==> src/rtl/clkc_pkg.sv <==
package clkc_pkg;

  localparam int NSRC   = 5;
  localparam int REG_W  = 16;
  localparam int ADDR_W = 2;
  localparam int CODE_W = 4;
  localparam int MUL_W  = 5;
  localparam int STAT_W = 8;

  localparam int IHS = 0;
  localparam int EHS = 1;
  localparam int PLL = 2;
  localparam int ILS = 3;
  localparam int ELS = 4;

  localparam logic [1:0] SRC_INT = 2'd0;
  localparam logic [1:0] SRC_EXT = 2'd1;
  localparam logic [1:0] SRC_PLL = 2'd2;
  localparam logic [1:0] SRC_RSV = 2'd3;

  localparam logic [1:0] EXT_OFF = 2'd0;
  localparam logic [1:0] EXT_ON  = 2'd1;
  localparam logic [1:0] EXT_BYP = 2'd2;
  localparam logic [1:0] EXT_RSV = 2'd3;

  localparam logic [1:0] PIN_INT_HALF = 2'd0;
  localparam logic [1:0] PIN_EXT      = 2'd1;
  localparam logic [1:0] PIN_EXT_HALF = 2'd2;
  localparam logic [1:0] PIN_RSV      = 2'd3;

  typedef struct packed {
    logic       els;
    logic       ils;
    logic       pll;
    logic [1:0] ehs;
    logic       ihs;
  } ctrl_t;

  // multiplier from its code: code+2, saturating at 16
  function automatic logic [MUL_W-1:0] mul_of_code(input logic [CODE_W-1:0] code);
    if (code >= CODE_W'(14)) return MUL_W'(16);
    return MUL_W'(code) + MUL_W'(2);
  endfunction

  // switch status byte: source code placed two bits up
  function automatic logic [STAT_W-1:0] stat_of_src(input logic [1:0] src);
    return {4'b0000, src, 2'b00};
  endfunction

  function automatic logic pll_uses_ext(input logic [1:0] pin);
    return pin != PIN_INT_HALF;
  endfunction

endpackage

==> src/rtl/clkc_rdy_irq.sv <==
module clkc_rdy_irq (
  input  logic clk,
  input  logic rst_n,
  input  logic src_on,
  input  logic stable,
  input  logic irq_en,
  input  logic clr,
  output logic rdy,
  output logic pend
);

  logic rdy_d;
  logic rise;

  always_ff @(posedge clk or negedge rst_n) begin
    if (!rst_n) begin
      rdy   <= 1'b0;
      rdy_d <= 1'b0;
    end else begin
      rdy   <= src_on & stable;
      rdy_d <= rdy;
    end
  end

  assign rise = rdy & ~rdy_d;

  // a new event wins over a clear in the same cycle
  always_ff @(posedge clk or negedge rst_n) begin
    if (!rst_n)              pend <= 1'b0;
    else if (rise && irq_en) pend <= 1'b1;
    else if (clr)            pend <= 1'b0;
  end

  AST_PEND_FROM_RISE: assert property (@(posedge clk) disable iff (!rst_n)
    $rose(pend) |-> $past(rise && irq_en));

  AST_RDY_NEEDS_ON: assert property (@(posedge clk) disable iff (!rst_n)
    $rose(rdy) |-> $past(src_on && stable));

  AST_CLR_DROPS: assert property (@(posedge clk) disable iff (!rst_n)
    (clr && !(rise && irq_en)) |=> !pend);

endmodule

==> src/rtl/clkc_sys_switch.sv <==
module clkc_sys_switch
  import clkc_pkg::*;
(
  input  logic              clk,
  input  logic              rst_n,
  input  logic [1:0]        req,
  input  logic [NSRC-1:0]   rdy_eff,
  output logic [1:0]        active,
  output logic [1:0]        nxt_active,
  output logic [STAT_W-1:0] stat
);

  logic tgt_rdy;
  logic sw_evt;

  always_comb begin
    case (req)
      SRC_INT: tgt_rdy = rdy_eff[IHS];
      SRC_EXT: tgt_rdy = rdy_eff[EHS];
      SRC_PLL: tgt_rdy = rdy_eff[PLL];
      default: tgt_rdy = 1'b0;
    endcase
  end

  assign sw_evt     = (req != active) && tgt_rdy;
  assign nxt_active = sw_evt ? req : active;

  always_ff @(posedge clk or negedge rst_n) begin
    if (!rst_n) active <= SRC_INT;
    else        active <= nxt_active;
  end

  assign stat = stat_of_src(active);

  AST_SWITCH_NEEDS_READY: assert property (@(posedge clk) disable iff (!rst_n)
    (active != $past(active)) |-> $past(tgt_rdy));

  AST_NO_RESERVED_SRC: assert property (@(posedge clk) disable iff (!rst_n)
    active != SRC_RSV);

endmodule

==> src/rtl/clkc_rtc_lock.sv <==
module clkc_rtc_lock (
  input  logic       clk,
  input  logic       bkp_rst_n,
  input  logic       wr,
  input  logic [1:0] sel_in,
  output logic [1:0] sel
);

  logic accept;

  assign accept = wr && (sel == 2'd0) && (sel_in != 2'd0);

  always_ff @(posedge clk or negedge bkp_rst_n) begin
    if (!bkp_rst_n)  sel <= 2'd0;
    else if (accept) sel <= sel_in;
  end

  AST_RTC_HELD: assert property (@(posedge clk) disable iff (!bkp_rst_n)
    (sel != 2'd0) |=> $stable(sel));

  AST_RTC_FIRST_PICK: assert property (@(posedge clk) disable iff (!bkp_rst_n)
    (wr && sel == 2'd0 && sel_in != 2'd0) |=> (sel == $past(sel_in)));

endmodule

==> src/rtl/clk_src_ctrl.sv <==
module clk_src_ctrl
  import clkc_pkg::*;
(
  input  logic              clk,
  input  logic              rst_n,
  input  logic              bkp_rst_n,
  input  logic              wr_en,
  input  logic [ADDR_W-1:0] addr,
  input  logic [REG_W-1:0]  wdata,
  output logic [REG_W-1:0]  rdata,
  input  logic [NSRC-1:0]   osc_stable,
  input  logic              wdog_run,
  output logic [NSRC-1:0]   osc_en,
  output logic              ext_hs_bypass,
  output logic [1:0]        pll_src,
  output logic [MUL_W-1:0]  pll_mul,
  output logic [1:0]        sys_src,
  output logic [STAT_W-1:0] sys_stat,
  output logic [1:0]        rtc_src,
  output logic              irq
);

  localparam logic [ADDR_W-1:0] A_CTRL = ADDR_W'(0);
  localparam logic [ADDR_W-1:0] A_CFG  = ADDR_W'(1);
  localparam logic [ADDR_W-1:0] A_IRQ  = ADDR_W'(2);
  localparam logic [ADDR_W-1:0] A_RTC  = ADDR_W'(3);
  localparam int CLR_LSB = REG_W - NSRC;

  ctrl_t              ctrl_q;
  logic [1:0]         req_q;
  logic [1:0]         pin_q;
  logic [CODE_W-1:0]  code_q;
  logic [NSRC-1:0]    irqen_q;
  logic [NSRC-1:0]    rdy;
  logic [NSRC-1:0]    pend;
  logic [NSRC-1:0]    clr_vec;
  logic [NSRC-1:0]    rdy_eff;
  logic [1:0]         act;
  logic [1:0]         nxt_act;

  logic wr_ctrl, wr_cfg, wr_irq, wr_rtc;
  logic ihs_busy, ehs_busy, pll_busy;
  logic ihs_drop_blk, ehs_drop_blk, pll_drop_blk, ils_drop_blk;
  logic pll_cfg_blk;

  assign wr_ctrl = wr_en && (addr == A_CTRL);
  assign wr_cfg  = wr_en && (addr == A_CFG);
  assign wr_irq  = wr_en && (addr == A_IRQ);
  assign wr_rtc  = wr_en && (addr == A_RTC);

  // in-use tests look at the source that will be active after this edge
  assign ihs_busy = (nxt_act == SRC_INT) || (nxt_act == SRC_PLL && !pll_uses_ext(pin_q));
  assign ehs_busy = (nxt_act == SRC_EXT) || (nxt_act == SRC_PLL && pll_uses_ext(pin_q));
  assign pll_busy = (nxt_act == SRC_PLL);

  assign ihs_drop_blk = wr_ctrl && !wdata[0] && ihs_busy;
  assign ehs_drop_blk = wr_ctrl && (wdata[2:1] == EXT_OFF) && ehs_busy;
  assign pll_drop_blk = wr_ctrl && !wdata[3] && pll_busy;
  assign ils_drop_blk = wr_ctrl && !wdata[4] && wdog_run;
  assign pll_cfg_blk  = wr_cfg && ctrl_q.pll;

  always_ff @(posedge clk or negedge rst_n) begin
    if (!rst_n) begin
      ctrl_q <= '{els: 1'b0, ils: 1'b0, pll: 1'b0, ehs: EXT_OFF, ihs: 1'b1};
    end else if (wr_ctrl) begin
      if (!ihs_drop_blk) ctrl_q.ihs <= wdata[0];
      if (!ehs_drop_blk && wdata[2:1] != EXT_RSV) ctrl_q.ehs <= wdata[2:1];
      if (!pll_drop_blk) ctrl_q.pll <= wdata[3];
      if (!ils_drop_blk) ctrl_q.ils <= wdata[4];
      ctrl_q.els <= wdata[5];
    end
  end

  always_ff @(posedge clk or negedge rst_n) begin
    if (!rst_n) begin
      req_q  <= SRC_INT;
      pin_q  <= PIN_INT_HALF;
      code_q <= '0;
    end else if (wr_cfg) begin
      if (wdata[1:0] != SRC_RSV) req_q <= wdata[1:0];
      if (!pll_cfg_blk) begin
        if (wdata[7:6] != PIN_RSV) pin_q <= wdata[7:6];
        code_q <= wdata[11:8];
      end
    end
  end

  always_ff @(posedge clk or negedge rst_n) begin
    if (!rst_n)      irqen_q <= '0;
    else if (wr_irq) irqen_q <= wdata[NSRC-1:0];
  end

  assign clr_vec = wr_irq ? wdata[REG_W-1:CLR_LSB] : '0;

  assign osc_en[IHS] = ctrl_q.ihs;
  assign osc_en[EHS] = (ctrl_q.ehs != EXT_OFF);
  assign osc_en[PLL] = ctrl_q.pll;
  assign osc_en[ILS] = ctrl_q.ils;
  assign osc_en[ELS] = ctrl_q.els;

  for (genvar i = 0; i < NSRC; i++) begin : g_src
    clkc_rdy_irq u_rdy (
      .clk    (clk),
      .rst_n  (rst_n),
      .src_on (osc_en[i]),
      .stable (osc_stable[i]),
      .irq_en (irqen_q[i]),
      .clr    (clr_vec[i]),
      .rdy    (rdy[i]),
      .pend   (pend[i])
    );
  end

  // a flag still high from before a disable must not attract a switch
  assign rdy_eff = rdy & osc_en;

  clkc_sys_switch u_sw (
    .clk        (clk),
    .rst_n      (rst_n),
    .req        (req_q),
    .rdy_eff    (rdy_eff),
    .active     (act),
    .nxt_active (nxt_act),
    .stat       (sys_stat)
  );

  clkc_rtc_lock u_rtc (
    .clk       (clk),
    .bkp_rst_n (bkp_rst_n),
    .wr        (wr_rtc),
    .sel_in    (wdata[1:0]),
    .sel       (rtc_src)
  );

  assign sys_src       = act;
  assign ext_hs_bypass = (ctrl_q.ehs == EXT_BYP);
  assign pll_src       = pin_q;
  assign pll_mul       = mul_of_code(code_q);
  assign irq           = |pend;

  always_comb begin
    case (addr)
      A_CTRL:  rdata = {3'b000, rdy, 2'b00, ctrl_q};
      A_CFG:   rdata = {4'b0000, code_q, pin_q, 4'b0000, req_q};
      A_IRQ:   rdata = {pend, 6'b000000, irqen_q};
      default: rdata = {sys_stat, 6'b000000, rtc_src};
    endcase
  end

  AST_INT_ACTIVE_ON: assert property (@(posedge clk) disable iff (!rst_n)
    (sys_src == SRC_INT) |-> osc_en[IHS]);

  AST_EXT_ACTIVE_ON: assert property (@(posedge clk) disable iff (!rst_n)
    (sys_src == SRC_EXT) |-> osc_en[EHS]);

  AST_PLL_FEED_HELD: assert property (@(posedge clk) disable iff (!rst_n)
    (ehs_busy && osc_en[EHS]) |=> osc_en[EHS]);

  AST_PLL_ACTIVE_ON: assert property (@(posedge clk) disable iff (!rst_n)
    (sys_src == SRC_PLL) |-> osc_en[PLL]);

  AST_PLL_CFG_FROZEN: assert property (@(posedge clk) disable iff (!rst_n)
    ctrl_q.pll |=> $stable({pin_q, code_q}));

  AST_EXT_MODE_LEGAL: assert property (@(posedge clk) disable iff (!rst_n)
    ctrl_q.ehs != EXT_RSV);

  AST_ILS_WDOG_HOLD: assert property (@(posedge clk) disable iff (!rst_n)
    (wdog_run && osc_en[ILS]) |=> osc_en[ILS]);

endmodule

==> config.mk <==
export PLATFORM = sky130hd
export DESIGN_NAME = clk_src_ctrl
export DESIGN_NICKNAME = d
export VERILOG_FILES = /design/src/rtl/clkc_pkg.sv /design/src/rtl/clkc_rdy_irq.sv /design/src/rtl/clkc_sys_switch.sv /design/src/rtl/clkc_rtc_lock.sv /design/src/rtl/clk_src_ctrl.sv
export SDC_FILE = /design/constraint.sdc
export NUM_CORES = 1
export LEC_CHECK = 0
export ABC_AREA = 1
export BUFFER_PORTS_ARGS = -buffer_cell sky130_fd_sc_hd__buf_2
export CORE_MARGIN = 2
export CORE_UTILIZATION = 50
export CTS_BUF_LIST = sky130_fd_sc_hd__clkbuf_16
export DETAILED_ROUTE_END_ITERATION = 10
export PLACE_DENSITY = 0.79
export SYNTH_ARGS = -nofsm -noshare
export SYNTH_HDL_FRONTEND = slang
export SYNTH_HIERARCHICAL = 1
export SYNTH_SLANG_ARGS = --single-unit
==> constraint.sdc <==
create_clock -name clk -period 2.5 [get_ports clk]
set_input_delay 0 -clock clk [delete_from_list [all_inputs] [get_ports clk]]
set_output_delay 0 -clock clk [all_outputs]
set_load 0.03 [all_outputs]
==> metrics.txt <==
DP Area around 2400 µm²; CTS Root Cell clkbuf_16; CTS max path bufs 2; Cells after Synth about 270; Die Width ~69 µm; layout cells sized above 1 around a quarter; final instance area 2690 µm²; GRT Total Usage 24.6%; post-cts sizing count 0; Synth Cell Area 2100 µm²; status complete, no violations; Final Setup Violations 0; CTS buffer count 5; starting density of the core 52.0%; pre-CTS setup slack 876 ps; total grt overflow 0; Worst Setup Start Kind register; YS warnings 6; worst-path maximum fanout 6; cells on worst reg2reg path 14; Syn-to-layout area delta 28.3%; # diodes 0; DR vias/cell about 4.9; placed cells between 300 and 400; Final TNS setup 0 ps; Post CTS Setup Buffer Count 0; classification of the worst setup path reg2reg; die height around 69 µm; pwr dens 944 nW/µm²; H-tree levels 2; Routed Antenna Nets 0; Total Wirelength 5220 µm; peak supply drop 0.000526 V; worst rel slew slack 46.0%; Final GP Congestion 0.921; fin cells 402; crit share post-route 66.9%; clk_lat worst skew 280 ps; WHS Path Cells 3; First-pass DRT Iterations 4; reg2reg start osc_en[2]; IO Port Bufs 63; vias in the first global route ~1900; FILL cells 366; worst setup margin between 800 and 900 ps; IO Pins 70; first-pass GRT wire length 8290 µm; nets 380; # DRC 0; Worst Max-Slew Pin Slew 810 ps; core footprint 4030 µm²; Clk pin slew, worst setup/hold paths approximately 50 ps; Row Count 23; detailed placement HPWL approximately 3700 µm; unrepaired setup endpoints after global routing false; initial antenna violation count 0; worst hold path endpoint osc_en[3]; multi-input logic area 832 µm²; Setup crit end kind register; Slew Viols, Final 0; Die ar. 4730 µm²; fmax about 600 MHz; WL per Instance between 10 and 15 µm; total power 2.54 mW; initial drt markers ~120; clk sink count 38; r2r setup slk 830 ps; min-delay src wdog_run; reg-to-reg endpoint ctrl_q[1]; CP required 2720 ps; post-layout minimum cycle time 1670 ps; Syn Area/Cell roughly 7.7 µm²; most common cell after layout, fill and taps aside nand2_1; largest net degree at the start of global routing 37; clock skew approximately 1.7 ps; CTS tree built; vias 1951; Worst Path Arrival approximately 1900 ps; Leak 1.55 nW; Seq. cell area 952 µm²; HP Class in2reg; Max-Cap Viols 0; Final Hold Fails 0; most frequent cells in the layout 82 x nand2_1, 63 x buf_2, 57 x inv_1
==> worst max path at each step <==
stage / from / end / depth (start not counted)
3_3_place_gp: osc_en[2] / ctrl_q[1] / 14
4_1_cts: osc_en[2] / ctrl_q[1] / 14
5_1_grt: osc_en[2] / ctrl_q[2] / 14
2_1_floorplan: u_sw/active[0] / ctrl_q[1] / 13
6_report: osc_en[2] / ctrl_q[1] / 14
3_5_place_dp: osc_en[2] / ctrl_q[2] / 14
==> where the power goes <==
part | internal, mW | total [mW] | switching (mW)
sequential | 0.785 | 0.952 | 0.167
combinational | 0.312 | 0.993 | 0.682
clock | 0.360 | 0.595 | 0.234
total | 1.46 | 2.54 | 1.08
==> layout make-up <==
cell class,instances,area share (%)
multi-input combinational,167,30.9
inverter,59,8.24
clock buffer,5,4.65
timing repair buffer,80,18.0
sequential,38,35.4
clock inverter,3,0.465
tap,50,2.33
==> state kept, by name, indices dropped and copies added, names as in the netlist <==
signal and flops:
code_q 4, ctrl_q 2, g_src.u_rdy/pend 5, g_src.u_rdy/rdy 5, g_src.u_rdy/rdy_d 5, irqen_q 5
osc_en 4, pll_src 2, req_q 2, u_rtc/sel 2, u_sw/active 2
==> critical path, stage by stage (launching register included) <==
cell     delay [ps]
dfrtp_1         530
nand2_1          90
inv_1            60
nand3_1          80
nand3_2         100
nand3_1          80
nand2_1         110
inv_1            60
nor2_1          140
nand2_1          70
nand2_1          60
nand2_1          50
nand2_1          80
nand2_1          50
nand2_1          50
==> what timing repair did <==
item	in CTS	in global routing
hold endpoints to repair	52	0
hold buffers	16	0
endpoints found under the setup margin	0	0
==> per-stage QoR <==
stage	utilization (%)	hold slack (ps)
floorplan	-	-296
global placement	59.3	-212
detailed placement	59.3	-209
CTS	66.7	7.76
global route	66.7	23.0
finish	66.7	9.57
==> layer usage <==
metal / share of wire (%) / track usage, % / up-vias
met1: 45 / 29.8 / 893
li1: - / - / 970
met2: 47 / 42.2 / 79
met5: 0 / 0 / -
met4: 2.0 / 10.3 / 0
met3: 6.0 / 5.52 / 9
Note: power is estimated with default switching activity, not from simulation.
